==> src/rtl/cmp_pkg.sv <==
package cmp_pkg;
  localparam logic [3:0] MODE_OFF    = 4'h0;
  localparam logic [3:0] MODE_TOGGLE = 4'h5;
  localparam logic [3:0] MODE_PULSE  = 4'hF;

  // control/status byte; field positions are decoded by software
  typedef struct packed {
    logic       flag;   // bit 7, write one to clear
    logic       ie;     // bit 6
    logic [3:0] mode;   // bits 5:2
    logic       rsv;    // bit 1, reads zero
    logic       dma_en; // bit 0
  } ctl_t;

  localparam int CTL_W = $bits(ctl_t);
endpackage

==> src/rtl/cmp_compare_buf.sv <==
module cmp_compare_buf #(
  parameter int CW = 31
) (
  input  logic          clk,
  input  logic          rst_n,
  input  logic          wr,
  input  logic [CW-1:0] wdata,
  input  logic          armed,
  input  logic          hit,
  output logic [CW-1:0] active
);
  logic [CW-1:0] active_q;
  logic [CW-1:0] next_q;
  logic          next_vld;

  always_ff @(posedge clk) begin
    if (!rst_n) begin
      active_q <= '0;
      next_q   <= '0;
      next_vld <= 1'b0;
    end else if (wr && !armed) begin
      // fresh arming: straight into the active slot, queue dropped
      active_q <= wdata;
      next_vld <= 1'b0;
    end else begin
      if (hit && next_vld) active_q <= next_q;
      if (wr) begin
        next_q   <= wdata;
        next_vld <= 1'b1;
      end else if (hit) begin
        next_vld <= 1'b0;
      end
    end
  end

  assign active = active_q;
endmodule

==> src/rtl/cmp_channel.sv <==
module cmp_channel
  import cmp_pkg::*;
#(
  parameter int CW = 31,
  parameter int DW = 32
) (
  input  logic          clk,
  input  logic          rst_n,
  input  logic [CW-1:0] count,
  input  logic          ctl_wr,
  input  logic          cmp_wr,
  input  logic [DW-1:0] wdata,
  output logic [CTL_W-1:0] ctl_rd,
  output logic [CW-1:0] active,
  output logic [3:0]    mode,
  output logic          flag,
  output logic          pin,
  output logic          irq,
  output logic          dma_req
);
  ctl_t ctl_q, ctl_n;
  logic pin_q, pin_n;
  logic armed, hit;
  logic [CW-1:0] tgt;

  assign armed = (ctl_q.mode != MODE_OFF);
  assign hit   = armed && (count == tgt);

  always_comb begin
    ctl_n = ctl_q;
    if (ctl_wr) begin
      ctl_n.dma_en = wdata[0];
      ctl_n.mode   = wdata[5:2];
      ctl_n.ie     = wdata[6];
      if (wdata[7]) ctl_n.flag = 1'b0;
    end
    ctl_n.rsv = 1'b0;
    if (hit) ctl_n.flag = 1'b1;
  end

  always_comb begin
    if (ctl_n.mode == MODE_OFF) begin
      pin_n = 1'b0;
    end else begin
      unique case (ctl_q.mode)
        MODE_TOGGLE: pin_n = pin_q ^ hit;
        MODE_PULSE:  pin_n = hit;
        default:     pin_n = 1'b0;
      endcase
    end
  end

  always_ff @(posedge clk) begin
    if (!rst_n) begin
      ctl_q <= '0;
      pin_q <= 1'b0;
    end else begin
      ctl_q <= ctl_n;
      pin_q <= pin_n;
    end
  end

  cmp_compare_buf #(.CW(CW)) u_buf (
    .clk    (clk),
    .rst_n  (rst_n),
    .wr     (cmp_wr),
    .wdata  (wdata[CW-1:0]),
    .armed  (armed),
    .hit    (hit),
    .active (tgt)
  );

  assign ctl_rd  = ctl_q;
  assign active  = tgt;
  assign mode    = ctl_q.mode;
  assign flag    = ctl_q.flag;
  assign pin     = pin_q;
  assign irq     = ctl_q.flag & ctl_q.ie;
  assign dma_req = ctl_q.flag & ctl_q.dma_en;
endmodule

==> src/rtl/cmp_regdec.sv <==
module cmp_regdec #(
  parameter int NCH    = 4,
  parameter int AW     = 12,
  parameter int BASE   = 'h608,
  parameter int STRIDE = 8
) (
  input  logic [AW-1:0]  addr,
  output logic [NCH-1:0] ctl_sel,
  output logic [NCH-1:0] cmp_sel
);
  for (genvar i = 0; i < NCH; i++) begin : g_dec
    localparam logic [AW-1:0] CTL_A = AW'(BASE + i * STRIDE);
    localparam logic [AW-1:0] CMP_A = AW'(BASE + i * STRIDE + 4);
    assign ctl_sel[i] = (addr == CTL_A);
    assign cmp_sel[i] = (addr == CMP_A);
  end
endmodule

==> src/rtl/cmp_timer_channels.sv <==
module cmp_timer_channels
  import cmp_pkg::*;
#(
  parameter int NCH    = 4,
  parameter int CW     = 31,
  parameter int AW     = 12,
  parameter int DW     = 32,
  parameter int BASE   = 'h608,
  parameter int STRIDE = 8
) (
  input  logic           clk,
  input  logic           rst_n,
  input  logic [CW-1:0]  count,
  input  logic           reg_wr,
  input  logic [AW-1:0]  reg_addr,
  input  logic [DW-1:0]  reg_wdata,
  output logic [DW-1:0]  reg_rdata,
  output logic [NCH-1:0] pin_out,
  output logic [NCH-1:0] irq,
  output logic [NCH-1:0] dma_req
);
  logic [NCH-1:0]       ctl_sel, cmp_sel;
  logic [NCH*CTL_W-1:0] ch_ctl;
  logic [NCH*CW-1:0]    ch_active;
  logic [NCH*4-1:0]     ch_mode;
  logic [NCH-1:0]       ch_flag;

  cmp_regdec #(.NCH(NCH), .AW(AW), .BASE(BASE), .STRIDE(STRIDE)) u_dec (
    .addr    (reg_addr),
    .ctl_sel (ctl_sel),
    .cmp_sel (cmp_sel)
  );

  for (genvar i = 0; i < NCH; i++) begin : g_ch
    cmp_channel #(.CW(CW), .DW(DW)) u_ch (
      .clk     (clk),
      .rst_n   (rst_n),
      .count   (count),
      .ctl_wr  (reg_wr && ctl_sel[i]),
      .cmp_wr  (reg_wr && cmp_sel[i]),
      .wdata   (reg_wdata),
      .ctl_rd  (ch_ctl[i*CTL_W +: CTL_W]),
      .active  (ch_active[i*CW +: CW]),
      .mode    (ch_mode[i*4 +: 4]),
      .flag    (ch_flag[i]),
      .pin     (pin_out[i]),
      .irq     (irq[i]),
      .dma_req (dma_req[i])
    );
  end

  always_comb begin
    reg_rdata = '0;
    for (int i = 0; i < NCH; i++) begin
      if (ctl_sel[i]) reg_rdata = DW'(ch_ctl[i*CTL_W +: CTL_W]);
      if (cmp_sel[i]) reg_rdata = DW'(ch_active[i*CW +: CW]);
    end
  end
endmodule

==> config.mk <==
export PLATFORM = sky130hd
export DESIGN_NAME = cmp_timer_channels
export DESIGN_NICKNAME = d
export VERILOG_FILES = /design/src/rtl/cmp_pkg.sv /design/src/rtl/cmp_compare_buf.sv /design/src/rtl/cmp_channel.sv /design/src/rtl/cmp_regdec.sv /design/src/rtl/cmp_timer_channels.sv
export SDC_FILE = /design/constraint.sdc
export NUM_CORES = 1
export LEC_CHECK = 0
export ABC_AREA = 1
export BUFFER_PORTS_ARGS = -buffer_cell sky130_fd_sc_hd__buf_2
export CORE_AREA = 2 2 166 168
export CTS_BUF_LIST = sky130_fd_sc_hd__clkbuf_4 sky130_fd_sc_hd__clkbuf_8
export DETAILED_ROUTE_END_ITERATION = 12
export DIE_AREA = 0 0 168 170
export PLACE_DENSITY_LB_ADDON = 0.1
export SLEW_MARGIN = 20
export SYNTH_ARGS = -nofsm -noshare
export SYNTH_HDL_FRONTEND = slang
export SYNTH_SLANG_ARGS = --single-unit
==> constraint.sdc <==
create_clock -name clk -period 2.2 [get_ports clk]
set_input_delay 0.11 -clock clk [delete_from_list [all_inputs] [get_ports clk]]
set_output_delay 0.11 -clock clk [all_outputs]
set_load 0.01 [all_outputs]
==> results of run 1 <==
## state kept, by name, indices dropped and copies added (netlist names)
name	flops
g_ch.u_ch.mode	16
g_ch.u_ch.u_buf.next_q	124
g_ch.u_ch.u_buf.next_vld	4
g_ch.u_ch.flag	4
g_ch.u_ch.pin	4
g_ch.u_ch.ctl_rd	8
g_ch.u_ch.u_buf.active	124
## power groups by stage
stage	Sequential, mW	Clock (mW)	Combinational (mW)
global route	5.14	5.68	0.733
global placement	5.26	0	0.618
detailed placement	5.26	0	0.623
CTS	5.14	5.45	0.670
finish	5.14	5.40	0.687
floorplan	5.26	0	0.346
## how the worst max path moves through the flow
| stage | from | endpoint | slack, ns |
|---|---|---|---|
| 2_1_floorplan | g_ch[1].u_ch.mode[3] | g_ch[1].u_ch.u_buf.active[0] | 0.67 |
| 3_3_place_gp | reg_addr[8] | reg_rdata[30] | 0.24 |
| 4_1_cts | g_ch[0].u_ch.mode[2] | g_ch[0].u_ch.u_buf.next_q[19] | 0.05 |
| 3_5_place_dp | reg_addr[8] | g_ch[0].u_ch.u_buf.next_q[2] | 0.20 |
| 5_1_grt | g_ch[0].u_ch.mode[2] | g_ch[0].u_ch.u_buf.next_q[19] | 0.03 |
| 6_report | g_ch[0].u_ch.mode[2] | g_ch[0].u_ch.u_buf.next_q[19] | 0.17 |
## metrics by stage
stage	setup slack, ns	cell area (um^2)
after floorplan	0.674	15800
after global placement	0.239	16900
after detailed placement	0.205	16900
after CTS	0.0516	18300
after global routing	0.0255	18400
final	0.171	18400
## critical path: stages (launching register included)
cell	delay, ns
dfxtp_1	0.34
nor2_1	0.24
nand2_2	0.17
nand2_4	0.19
buf_12	0.23
o21ai_0	0.10
dlygate4sd3_1	0.57
a21oi_1	0.10
## cell usage in the layout (no fill, tap or decap), drive strengths merged
master       instances
nand3              171
xnor2               94
inv                271
nand4                2
nor3                10
a21oi              289
bufinv               3
nand3b               3
nand2              580
o21ai              321
buf                190
o22ai               24
clkbuf              78
dfxtp              284
o2111a               1
diode                1
nor2               275
dlygate4sd3         33
clkinvlp             2
clkinv               6
o211ai               7
conb                 1
## timing repair
action                                 4_1_cts  5_1_grt
setup buffers                                0        5
hold buffers                                33        0
resized for setup                            0        2
endpoints found under the hold margin      149        0
setup endpoints to repair                    0        1
## cells by family after synthesis
family,Yosys count,share of synthesized area [%]
AOI/OAI and AO/OA,642,20.6
and+or+nand+nor,1041,26.8
buffers and inverters,455,11.5
other,1,0.0237
DFF,284,35.9
xor gates and xnor gates,94,5.20
## layout make-up
class	count	area (um^2)
Antenna cell	1	2.50
Sequential cell	284	5690
Clock inverter	10	141
Fill cell	2493	8290
Inverter	272	1020
Timing Repair Buffer	223	1720
Tap cell	341	427
Multi-Input combinational cell	1778	8400
Clock buffer	78	973
## routing by layer
metal,vias up,GRT usage [%]
met1,7400,47.6
met2,776,61.6
li1,8215,-
met3,184,6.28
met5,-,0
met4,0,21.4
==> metrics.yaml, run 1 <==
worstMarginPinSlew_ns: 0.959
seq_area_frac_synth_pct: 35.9
met3WireLength_um: 4860
start_util_pct: 59.5
worstReg2RegStart: "g_ch[0].u_ch.mode[2]"
cts_htree_levels: 2
grt_max_degree: 126
yosysTopAreaCell: "dfxtp_1"
synth_common_cells: "nand2_1 (579), a21oi_1 (289), o21ai_0 (287)"
start_kind: "flop"
yosysTopAreaCellShare_pct: 35.9
io_buffer_count: 119
antenna_left: 0
io-pin-count: 122
async_flop_share_pct: 0
cp-end-kind: "flop"
hold_path_end: "g_ch[0].u_ch.u_buf.next_vld"
worst_ep_arrival_time_ns: 2.54
drv_cap: 0
cts_tree: "done"
r2r_cells: 7
clkTransAtPathRegs_ns: 0.06
path_class: "reg2reg"
syn_nets: 2595
wl_met1_um: 21800
dp.cells: 2860
ys_ff_latch: 284
synth_cells: 2517
grt_pass1_vias: 15353
die_area_um2: 28600
setup_viol: 0
worstHoldStart: "reg_addr[8]"
synth_area_um2: 15800
synth_ff_type: "dfxtp_1"
yosys_warnings: 0
critPathRequiredTime_ns: 2.72
ff2ff_setup_slack_ns: 0.17
power.switching_mw: 2.71
cts.sinks: 284
clock_skew_ns: 0.0312
cts-buffers-inserted: 48
grt_pass1_wl_um: 84200
switching_share_pct: 24.1
dr.pass1.iters: 6
num_vias: 16575
drc_errors: 0
fin_crit_ns: 2.03
dp_hpwl_um: 37600
max-clock-path-buffers: 3
grt.overflow.total: 0
maxUsedRoutingLayer: "met4"
cp_max_fo: 50
drt-initial-drc-count: 1535
yosysMostFrequentCell: "nand2_1"
vdd_ir_drop_max_uv: 593
ys_top_cells_by_area: "dfxtp_1 (36%), nand2_1 (14%), a21oi_1 (9.1%)"
fp.dieH_um: 170
r2r_end: "g_ch[0].u_ch.u_buf.next_q[19]"
finalNetCount: 2685
combPwrFrac_pct: 6.1
fin_crit_sh_pct: 92.2
clock_latency_ns: 0.59
synth_edf_count: 0
post_drt_wl_per_cell_um: 18.1
max-slew-margin-rel_pct: 36.0
whs_ns: 0.0641
hold_path_depth: 5
cts_root_buffer: "clkbuf_8"
rows: 60
status: "finished, final reports clean"
fin_setup_tns_ns: 0
track_usage_pct: 37.8
met2_length_um: 24300
p_int_mw: 8.52
areaGrowthSynthToFinish_pct: 15.9
leakagePower_nw: 8.35
wirelength_um: 54200
hold_class: "in2reg"
rsz0062_at_grt: "no"
avgSynthCellArea_um2: 6.30
die_w_um: 168
drive_gt1_share_pct: 11.3
maxSlewViolCount: 0
core-area_um2: 26700
fmax_ghz: 0.493
finalHoldViolCount: 0
fin_util_pct: 68.9
globalplace.congestion: 1.00
pwr-share-seq_pct: 45.8
vias_per_cell: 5.55
clkPwrFrac_pct: 48.1
synth_cell_types: 31
antenna_found_initial: 1
power_mw: 11.2
instances_no_fill: 2987
p_per_area_nw_per_um2: 612
No activity file was read; power rests on OpenSTA's default activity.
==> run 2: changes to the inputs <==
--- a/config.mk
+++ b/config.mk
@@ -12,6 +12,7 @@
 export DETAILED_ROUTE_END_ITERATION = 12
 export DIE_AREA = 0 0 168 170
 export PLACE_DENSITY_LB_ADDON = 0.1
+export RECOVER_POWER = 25
 export SLEW_MARGIN = 20
 export SYNTH_ARGS = -nofsm -noshare
 export SYNTH_HDL_FRONTEND = slang
==> run 2 against run 1 <==
Against the previous run: non-clock buffer count is the same; fmax fell by 0.89%; setup slack worse by 0.018 ns; clock skew is essentially flat; register-to-register slack hardly changed; design area down 0.27%; critical endpoint is now reg_rdata[30]; sequential share of layout area up 0.085 points; total power barely moved; clock power barely moved; wire length is essentially flat; die area unchanged; hold slack is essentially flat.
==> metrics.yaml, run 2 (synthesis gave the netlist of run 1 again) <==
vias_per_cell: 5.58  # was 5.55
path_common_cell: "buf_2"
post_drt_wl_per_cell_um: 18.1  # about the same
drive_gt1_share_pct: 10.8  # was 11.3%
crit_family: "simple AND/OR/NAND/NOR gates"  # was buffers and inverters
drt-initial-drc-count: 1623  # was 1535
worstMarginPinSlew_ns: 1.11  # was 0.959 ns
cts_tree: "done"  # unchanged
rows: 60  # unchanged
max-clock-path-buffers: 3  # unchanged
cts-buffers-inserted: 48  # unchanged
critPathRequiredTime_ns: 2.09  # was 2.72 ns
fmax_ghz: 0.488  # was 0.493 GHz
setup_viol: 0  # unchanged
final_area_um2: 18300  # was 18400 um^2
cts_root_buffer: "clkbuf_8"  # unchanged
placed_area_um2: 16900  # unchanged
clock_latency_ns: 0.59  # about the same
grt_pass1_vias: 15353  # unchanged
status: "finished, final reports clean"  # unchanged
antenna_left: 0  # unchanged
rsz0062_at_grt: "no"  # unchanged
worstHoldStart: "reg_addr[8]"  # unchanged
die_area_um2: 28600  # unchanged
dr.pass1.iters: 6  # unchanged
num_vias: 16669  # was 16575
clock_skew_ns: 0.0310  # was 0.0312 ns
grt_max_degree: 126  # unchanged
io-pin-count: 122  # unchanged
dp_hpwl_um: 37600  # unchanged
start_util_pct: 59.5  # unchanged
worstReg2RegStart: "g_ch[0].u_ch.mode[2]"  # unchanged
cts_htree_levels: 2  # unchanged
die_w_um: 168  # unchanged
cp_max_fo: 26  # was 50
grt.overflow.total: 0  # unchanged
io_buffer_count: 119  # unchanged
maxSlewViolCount: 0  # unchanged
cts.sinks: 284  # unchanged
clkTransAtPathRegs_ns: 0.07  # was 0.06 ns
final_cell_mix: "nand2_1 (577), o21ai_0 (307), a21oi_1 (289)"  # was nand2_1 (577), a21oi_1 (289), o21ai_0 (287)
max-slew-margin-rel_pct: 25.8  # was 36.0%
antenna_found_initial: 1  # unchanged
startpoint: "reg_addr[8]"  # was g_ch[0].u_ch.mode[2]
hold_class: "in2reg"  # unchanged
fin_crit_sh_pct: 93.1  # was 92.2%
cpMaxStageDelayCell: "o21ai_0"  # was dlygate4sd3_1
finalNetCount: 2685  # unchanged
track_usage_pct: 37.8  # unchanged
vdd_ir_drop_max_uv: 595  # was 593 uV
drc_errors: 0  # unchanged
areaGrowthSynthToFinish_pct: 15.6  # was 15.9%
grt_pass1_wl_um: 84200  # unchanged
drv_cap: 0  # unchanged
p_per_area_nw_per_um2: 614  # was 612 nW/um^2
finalHoldViolCount: 0  # unchanged
wirelength_um: 54200  # about the same
start_kind: "primary input"  # was flop
path_class: "in2out"  # was reg2reg
mostFrequentLayoutCell: "nand2_1"  # unchanged
ff2ff_setup_slack_ns: 0.18  # was 0.17 ns
path_cells: "buf_2, nor2_1, nand3_2, nor3_1, nand2_1, buf_12, o21ai_0, buf_2"  # was nor2_1, nand2_2, nand2_4, buf_12, o21ai_0, dlygate4sd3_1, a21oi_1
crit_buf_inv: 3  # was 2
globalplace.congestion: 1.00  # unchanged
worst_ep_arrival_time_ns: 1.94  # was 2.54 ns
leakagePower_nw: 8.28  # was 8.35 nW
core-area_um2: 26700  # unchanged
fin_setup_tns_ns: 0  # unchanged
cp-end-kind: "primary output"  # was flop
fin_crit_ns: 2.05  # was 2.03 ns
fp.dieH_um: 170  # unchanged
worst_path_largest_cell_delay_ns: 0.41  # was 0.57 ns
run 2: cell types whose count changed in the layout (fill, tap and decap cells not counted), moves of 3 or more:
cell      before  now
clkbuf_4      16   19
clkbuf_1       0   13
o21ai_0      287  307
o21ai_1       34   14
buf_2        118  105
buf_4         51   48
run 2: layout make-up:
cell class | count | area, um^2
multi-input cells | 1778 | 8380
fillers | 2512 | 8340
flip-flops and latches | 284 | 5690
repair buffers | 223 | 1680
inverters | 272 | 1020
clock buffers | 78 | 973
well taps | 341 | 427
clock inverters | 10 | 141
diodes | 1 | 2.50
run 2: metrics by stage:
stage               cells  power, mW  util, %  worst slack [ns]  hold slack, ns
floorplan            2517       5.60        -             0.674           0.292
global placement     2860       5.88     63.3             0.239           0.416
detailed placement   2860       5.88     63.3             0.205           0.427
CTS                  2981       11.3     68.7            0.0516          0.0454
global route         2987       11.5     68.7            0.0289           0.102
finish               2987       11.2     68.7             0.152          0.0643
run 2: worst register-to-register path, stage by stage (launching register included):
cell and delay (ns):
dfxtp_1 0.34, nor2_1 0.24, nand2_2 0.16, nand2_4 0.19, buf_12 0.23, o21ai_0 0.13
dlygate4sd3_1 0.57, a21oi_1 0.10
run 2: path summary, 6_finish.rpt:
kind | cells after the start | end
max | 8 | reg_rdata[30]
min | 5 | g_ch[0].u_ch.u_buf.next_vld
max reg2reg | 7 | g_ch[0].u_ch.u_buf.next_q[19]
min reg2reg | 2 | g_ch[0].u_ch.u_buf.next_q[19]
run 2: what timing repair did:
item / 4_1_cts / 5_1_grt
endpoints found under the hold margin: 149 / 0
gates resized for setup: 0 / 2
buffers inserted: 0 / 5
hold buffers: 33 / 0
endpoints found under the setup margin: 0 / 1
run 2: where the power goes:
part,total [mW],switching [mW],leakage (nW),internal [mW]
clock,5.42,2.26,0.585,3.16
sequential,5.14,0.000427,2.29,5.14
combinational,0.681,0.463,5.41,0.218
run 2: metal layers:
layer | part of all wire [%] | wire length [um] | track usage, %
met1 | 40 | 21700 | 47.6
met2 | 45 | 24200 | 61.6
met5 | 0 | 0 | 0
met3 | 9.1 | 4950 | 6.28
met4 | 6.3 | 3400 | 21.4
==> run 3: changes to the inputs <==
--- a/config.mk
+++ b/config.mk
@@ -5,12 +5,11 @@
 export SDC_FILE = /design/constraint.sdc
 export NUM_CORES = 1
 export LEC_CHECK = 0
-export ABC_AREA = 1
 export BUFFER_PORTS_ARGS = -buffer_cell sky130_fd_sc_hd__buf_2
-export CORE_AREA = 2 2 166 168
+export CORE_AREA = 2 2 156 158
 export CTS_BUF_LIST = sky130_fd_sc_hd__clkbuf_4 sky130_fd_sc_hd__clkbuf_8
 export DETAILED_ROUTE_END_ITERATION = 12
-export DIE_AREA = 0 0 168 170
+export DIE_AREA = 0 0 158 160
 export PLACE_DENSITY_LB_ADDON = 0.1
 export RECOVER_POWER = 25
 export SLEW_MARGIN = 20
==> run 3 against run 2 <==
Against the previous run: the flow now finishes with violations (negative setup slack); setup slack worse by 0.47 ns; final cell count is 22% lower; sequential power hardly changed; combinational power is 18% higher; largest power group unchanged; hold slack worse by 0.040 ns; via count is 9.9% lower; clock skew is 0.0025 ns higher; fmax is 19% lower; register-to-register slack worse by 0.50 ns; count of clock-buffer cells in the layout is 2 higher.
==> metrics.yaml, run 3 <==
path_class: "reg2reg"  # was in2out
worst_ep_arrival_time_ns: 2.98  # was 1.94 ns
crit_buf_inv: 3  # unchanged
grt_max_degree: 157  # was 126
setup_viol: 145  # was 0
fin_crit_ns: 2.52  # was 2.05 ns
fin_setup_tns_ns: -18.42  # was 0 ns
core-area_um2: 23800  # was 26700 um^2
worstMarginPinSlew_ns: 0.819  # was 1.11 ns
num_vias: 15018  # was 16669
finalNetCount: 2050  # was 2685
fmax_ghz: 0.397  # was 0.488 GHz
clock_latency_ns: 0.58  # was 0.59 ns
p_per_area_nw_per_um2: 583  # was 614 nW/um^2
nFillCells: 1614  # was 2512
areaGrowthSynthToFinish_pct: 37.3  # was 15.6%
cts-buffers-inserted: 48  # unchanged
yosysTopAreaCell: "dfxtp_1"  # unchanged
syn_nets: 1787  # was 2595
path_cells: "xnor2_2, buf_4, nand3_1, or4_4, or4b_4, buf_12, buf_16, nor2_4, a211oi_2"  # was buf_2, nor2_1, nand3_2, nor3_1, nand2_1, buf_12, o21ai_0, buf_2
clkTransAtPathRegs_ns: 0.07  # about the same
vias_per_cell: 6.44  # was 5.58
io_buffer_count: 119  # unchanged
clock_skew_ns: 0.0335  # was 0.0310 ns
synth_ff_type: "dfxtp_1"  # unchanged
cts_tree: "done"  # unchanged
yosysMostFrequentCell: "nand2_1"  # unchanged
yosysTopAreaCellShare_pct: 41.0  # was 35.9%
synth_area_um2: 13900  # was 15800 um^2
grt.overflow.total: 0  # unchanged
final_area_um2: 19000  # was 18300 um^2
synth_cell_types: 54  # was 31
die_area_um2: 25300  # was 28600 um^2
die_w_um: 158  # was 168 um
dp.cells: 2182  # was 2860
setup_slack_ns: -0.321  # was 0.152 ns
globalplace.congestion: 0.965  # was 1.00
dp_hpwl_um: 35700  # was 37600 um
seq_area_frac_synth_pct: 41.0  # was 35.9%
max-clock-path-buffers: 3  # unchanged
status: "complete, but fails checks"  # was finished, final reports clean
grt_pass1_vias: 14572  # was 15353
cts.sinks: 284  # unchanged
failed_checks: "negative setup slack"
yosys_warnings: 0  # unchanged
cpMaxStageDelayCell: "or4b_4"  # was o21ai_0
start_kind: "flop"  # was primary input
io-pin-count: 122  # unchanged
worst_path_largest_cell_delay_ns: 0.59  # was 0.41 ns
wirelength_um: 58900  # was 54200 um
drc_errors: 0  # unchanged
synth_cells: 1709  # was 2517
placed_area_um2: 15900  # was 16900 um^2
synth_edf_count: 0  # unchanged
startpoint: "g_ch[1].u_ch.u_buf.active[12]"  # was reg_addr[8]
leakagePower_nw: 7.46  # was 8.28 nW
antenna_left: 0  # unchanged
finalHoldViolCount: 0  # unchanged
grt_pass1_wl_um: 84400  # was 84200 um
synth_common_cells: "nand2_1 (346), dfxtp_1 (284), a21oi_1 (144)"  # was nand2_1 (579), a21oi_1 (289), o21ai_0 (287)
rows: 57  # was 60
ys_top_cells_by_area: "dfxtp_1 (41%), nand2_1 (9.4%), xnor2_1 (5.9%)"  # was dfxtp_1 (36%), nand2_1 (14%), a21oi_1 (9.1%)
worstHoldStart: "reg_wdata[3]"  # was reg_addr[8]
antenna_found_initial: 2  # was 1
start_util_pct: 58.2  # was 59.5%
cts_htree_levels: 2  # unchanged
worstReg2RegStart: "g_ch[1].u_ch.u_buf.active[12]"  # was g_ch[0].u_ch.mode[2]
instances_no_fill: 2331  # was 2987
final_cell_mix: "nand2_1 (346), dfxtp_1 (267), buf_4 (159)"  # was nand2_1 (577), o21ai_0 (307), a21oi_1 (289)
async_flop_share_pct: 0  # unchanged
multi_input_area_um2: 8430  # was 8380 um^2
power_mw: 11.1  # was 11.2 mW
ys_ff_latch: 284  # unchanged
vdd_ir_drop_max_uv: 551  # was 595 uV
avgSynthCellArea_um2: 8.12  # was 6.30 um^2
track_usage_pct: 44.0  # was 37.8%
crit_family: "simple AND/OR/NAND/NOR gates"  # unchanged
rsz0062_at_grt: "yes"  # was no
mostFrequentLayoutCell: "nand2_1"  # unchanged
drv_cap: 0  # unchanged
fp.dieH_um: 160  # was 170 um
dr.pass1.iters: 8  # was 6
post-place-ws_ns: -0.553  # was 0.205 ns
max-slew-margin-rel_pct: 45.4  # was 25.8%
post_drt_wl_per_cell_um: 25.3  # was 18.1 um
maxSlewViolCount: 0  # unchanged
drt-initial-drc-count: 1955  # was 1623
regArea_um2: 5710  # was 5690 um^2
cp-end-kind: "flop"  # was primary output
cts_root_buffer: "clkbuf_8"  # unchanged
fin_crit_sh_pct: 115  # was 93.1%
drive_gt1_share_pct: 32.0  # was 10.8%
cp_max_fo: 6  # was 26
hold_class: "in2reg"  # unchanged
critPathRequiredTime_ns: 2.66  # was 2.09 ns
==> run 3: logic make-up after synthesis <==
kind of cell	Yosys count	synth area share (%)
xor+xnor	125	7.89
flops	284	41.0
simple gates	586	18.6
other cells	1	0.0270
mux	56	4.04
compound gates	431	21.8
buf+inv	226	6.73
==> run 3: final timing paths <==
path / to / cells after the start / slack (ns)
setup reg to reg: g_ch[1].u_ch.u_buf.active[18] / 9 / -0.32
hold reg to reg: g_ch[2].u_ch.u_buf.next_q[19] / 2 / 0.45
setup / recovery: g_ch[1].u_ch.u_buf.active[18] / 9 / -0.32
hold / removal: g_ch[0].u_ch.u_buf.next_q[3] / 4 / 0.02
==> run 3: repair_timing <==
action	in CTS	in global routing
pin swaps	52	38
hold endpoints to repair	178	0
buffers inserted	15	19
cloned	8	7
hold buffers	28	0
setup endpoints to repair	145	143
resized for setup	148	132
==> run 3: area by class of cell <==
class | count | area share (%)
Inverter | 67 | 1.33
Multi-Input combinational cell | 1199 | 44.3
Clock inverter | 4 | 0.151
Antenna cell | 1 | 0.0131
Sequential cell | 284 | 30.0
Clock buffer | 80 | 5.36
Tap cell | 324 | 2.13
Timing Repair Buffer | 372 | 16.7
==> run 3: metrics by stage <==
stage,util [%],hold slack (ns)
2_1_floorplan,-,0.219
3_3_place_gp,66.9,0.414
3_5_place_dp,66.9,0.426
4_1_cts,77.2,0.00486
5_1_grt,79.9,0.0180
6_report,79.9,0.0241
==> run 3: metal layers <==
layer / up-vias / share of wire, % / global-route usage, %
li1: 6440 / - / -
met1: 7007 / 35 / 53.9
met2: 1221 / 43 / 68.1
met3: 348 / 14 / 12.2
met4: 2 / 7.8 / 27.8
met5: - / 0.024 / 0
==> run 3: worst register-to-register path, cell delays in order, from the launching register on <==
cell and delay (ns):
dfxtp_2 0.40, xnor2_2 0.14, buf_4 0.17, nand3_1 0.08, or4_4 0.53, or4b_4 0.59, buf_12 0.18, buf_16 0.16
nor2_4 0.12, a211oi_2 0.06
==> run 3: power by group <==
group / leakage, nW / internal (mW) / switching, mW
combinational: 4.61 / 0.297 / 0.506
clock: 0.556 / 2.91 / 2.24
sequential: 2.30 / 5.14 / 0.000498
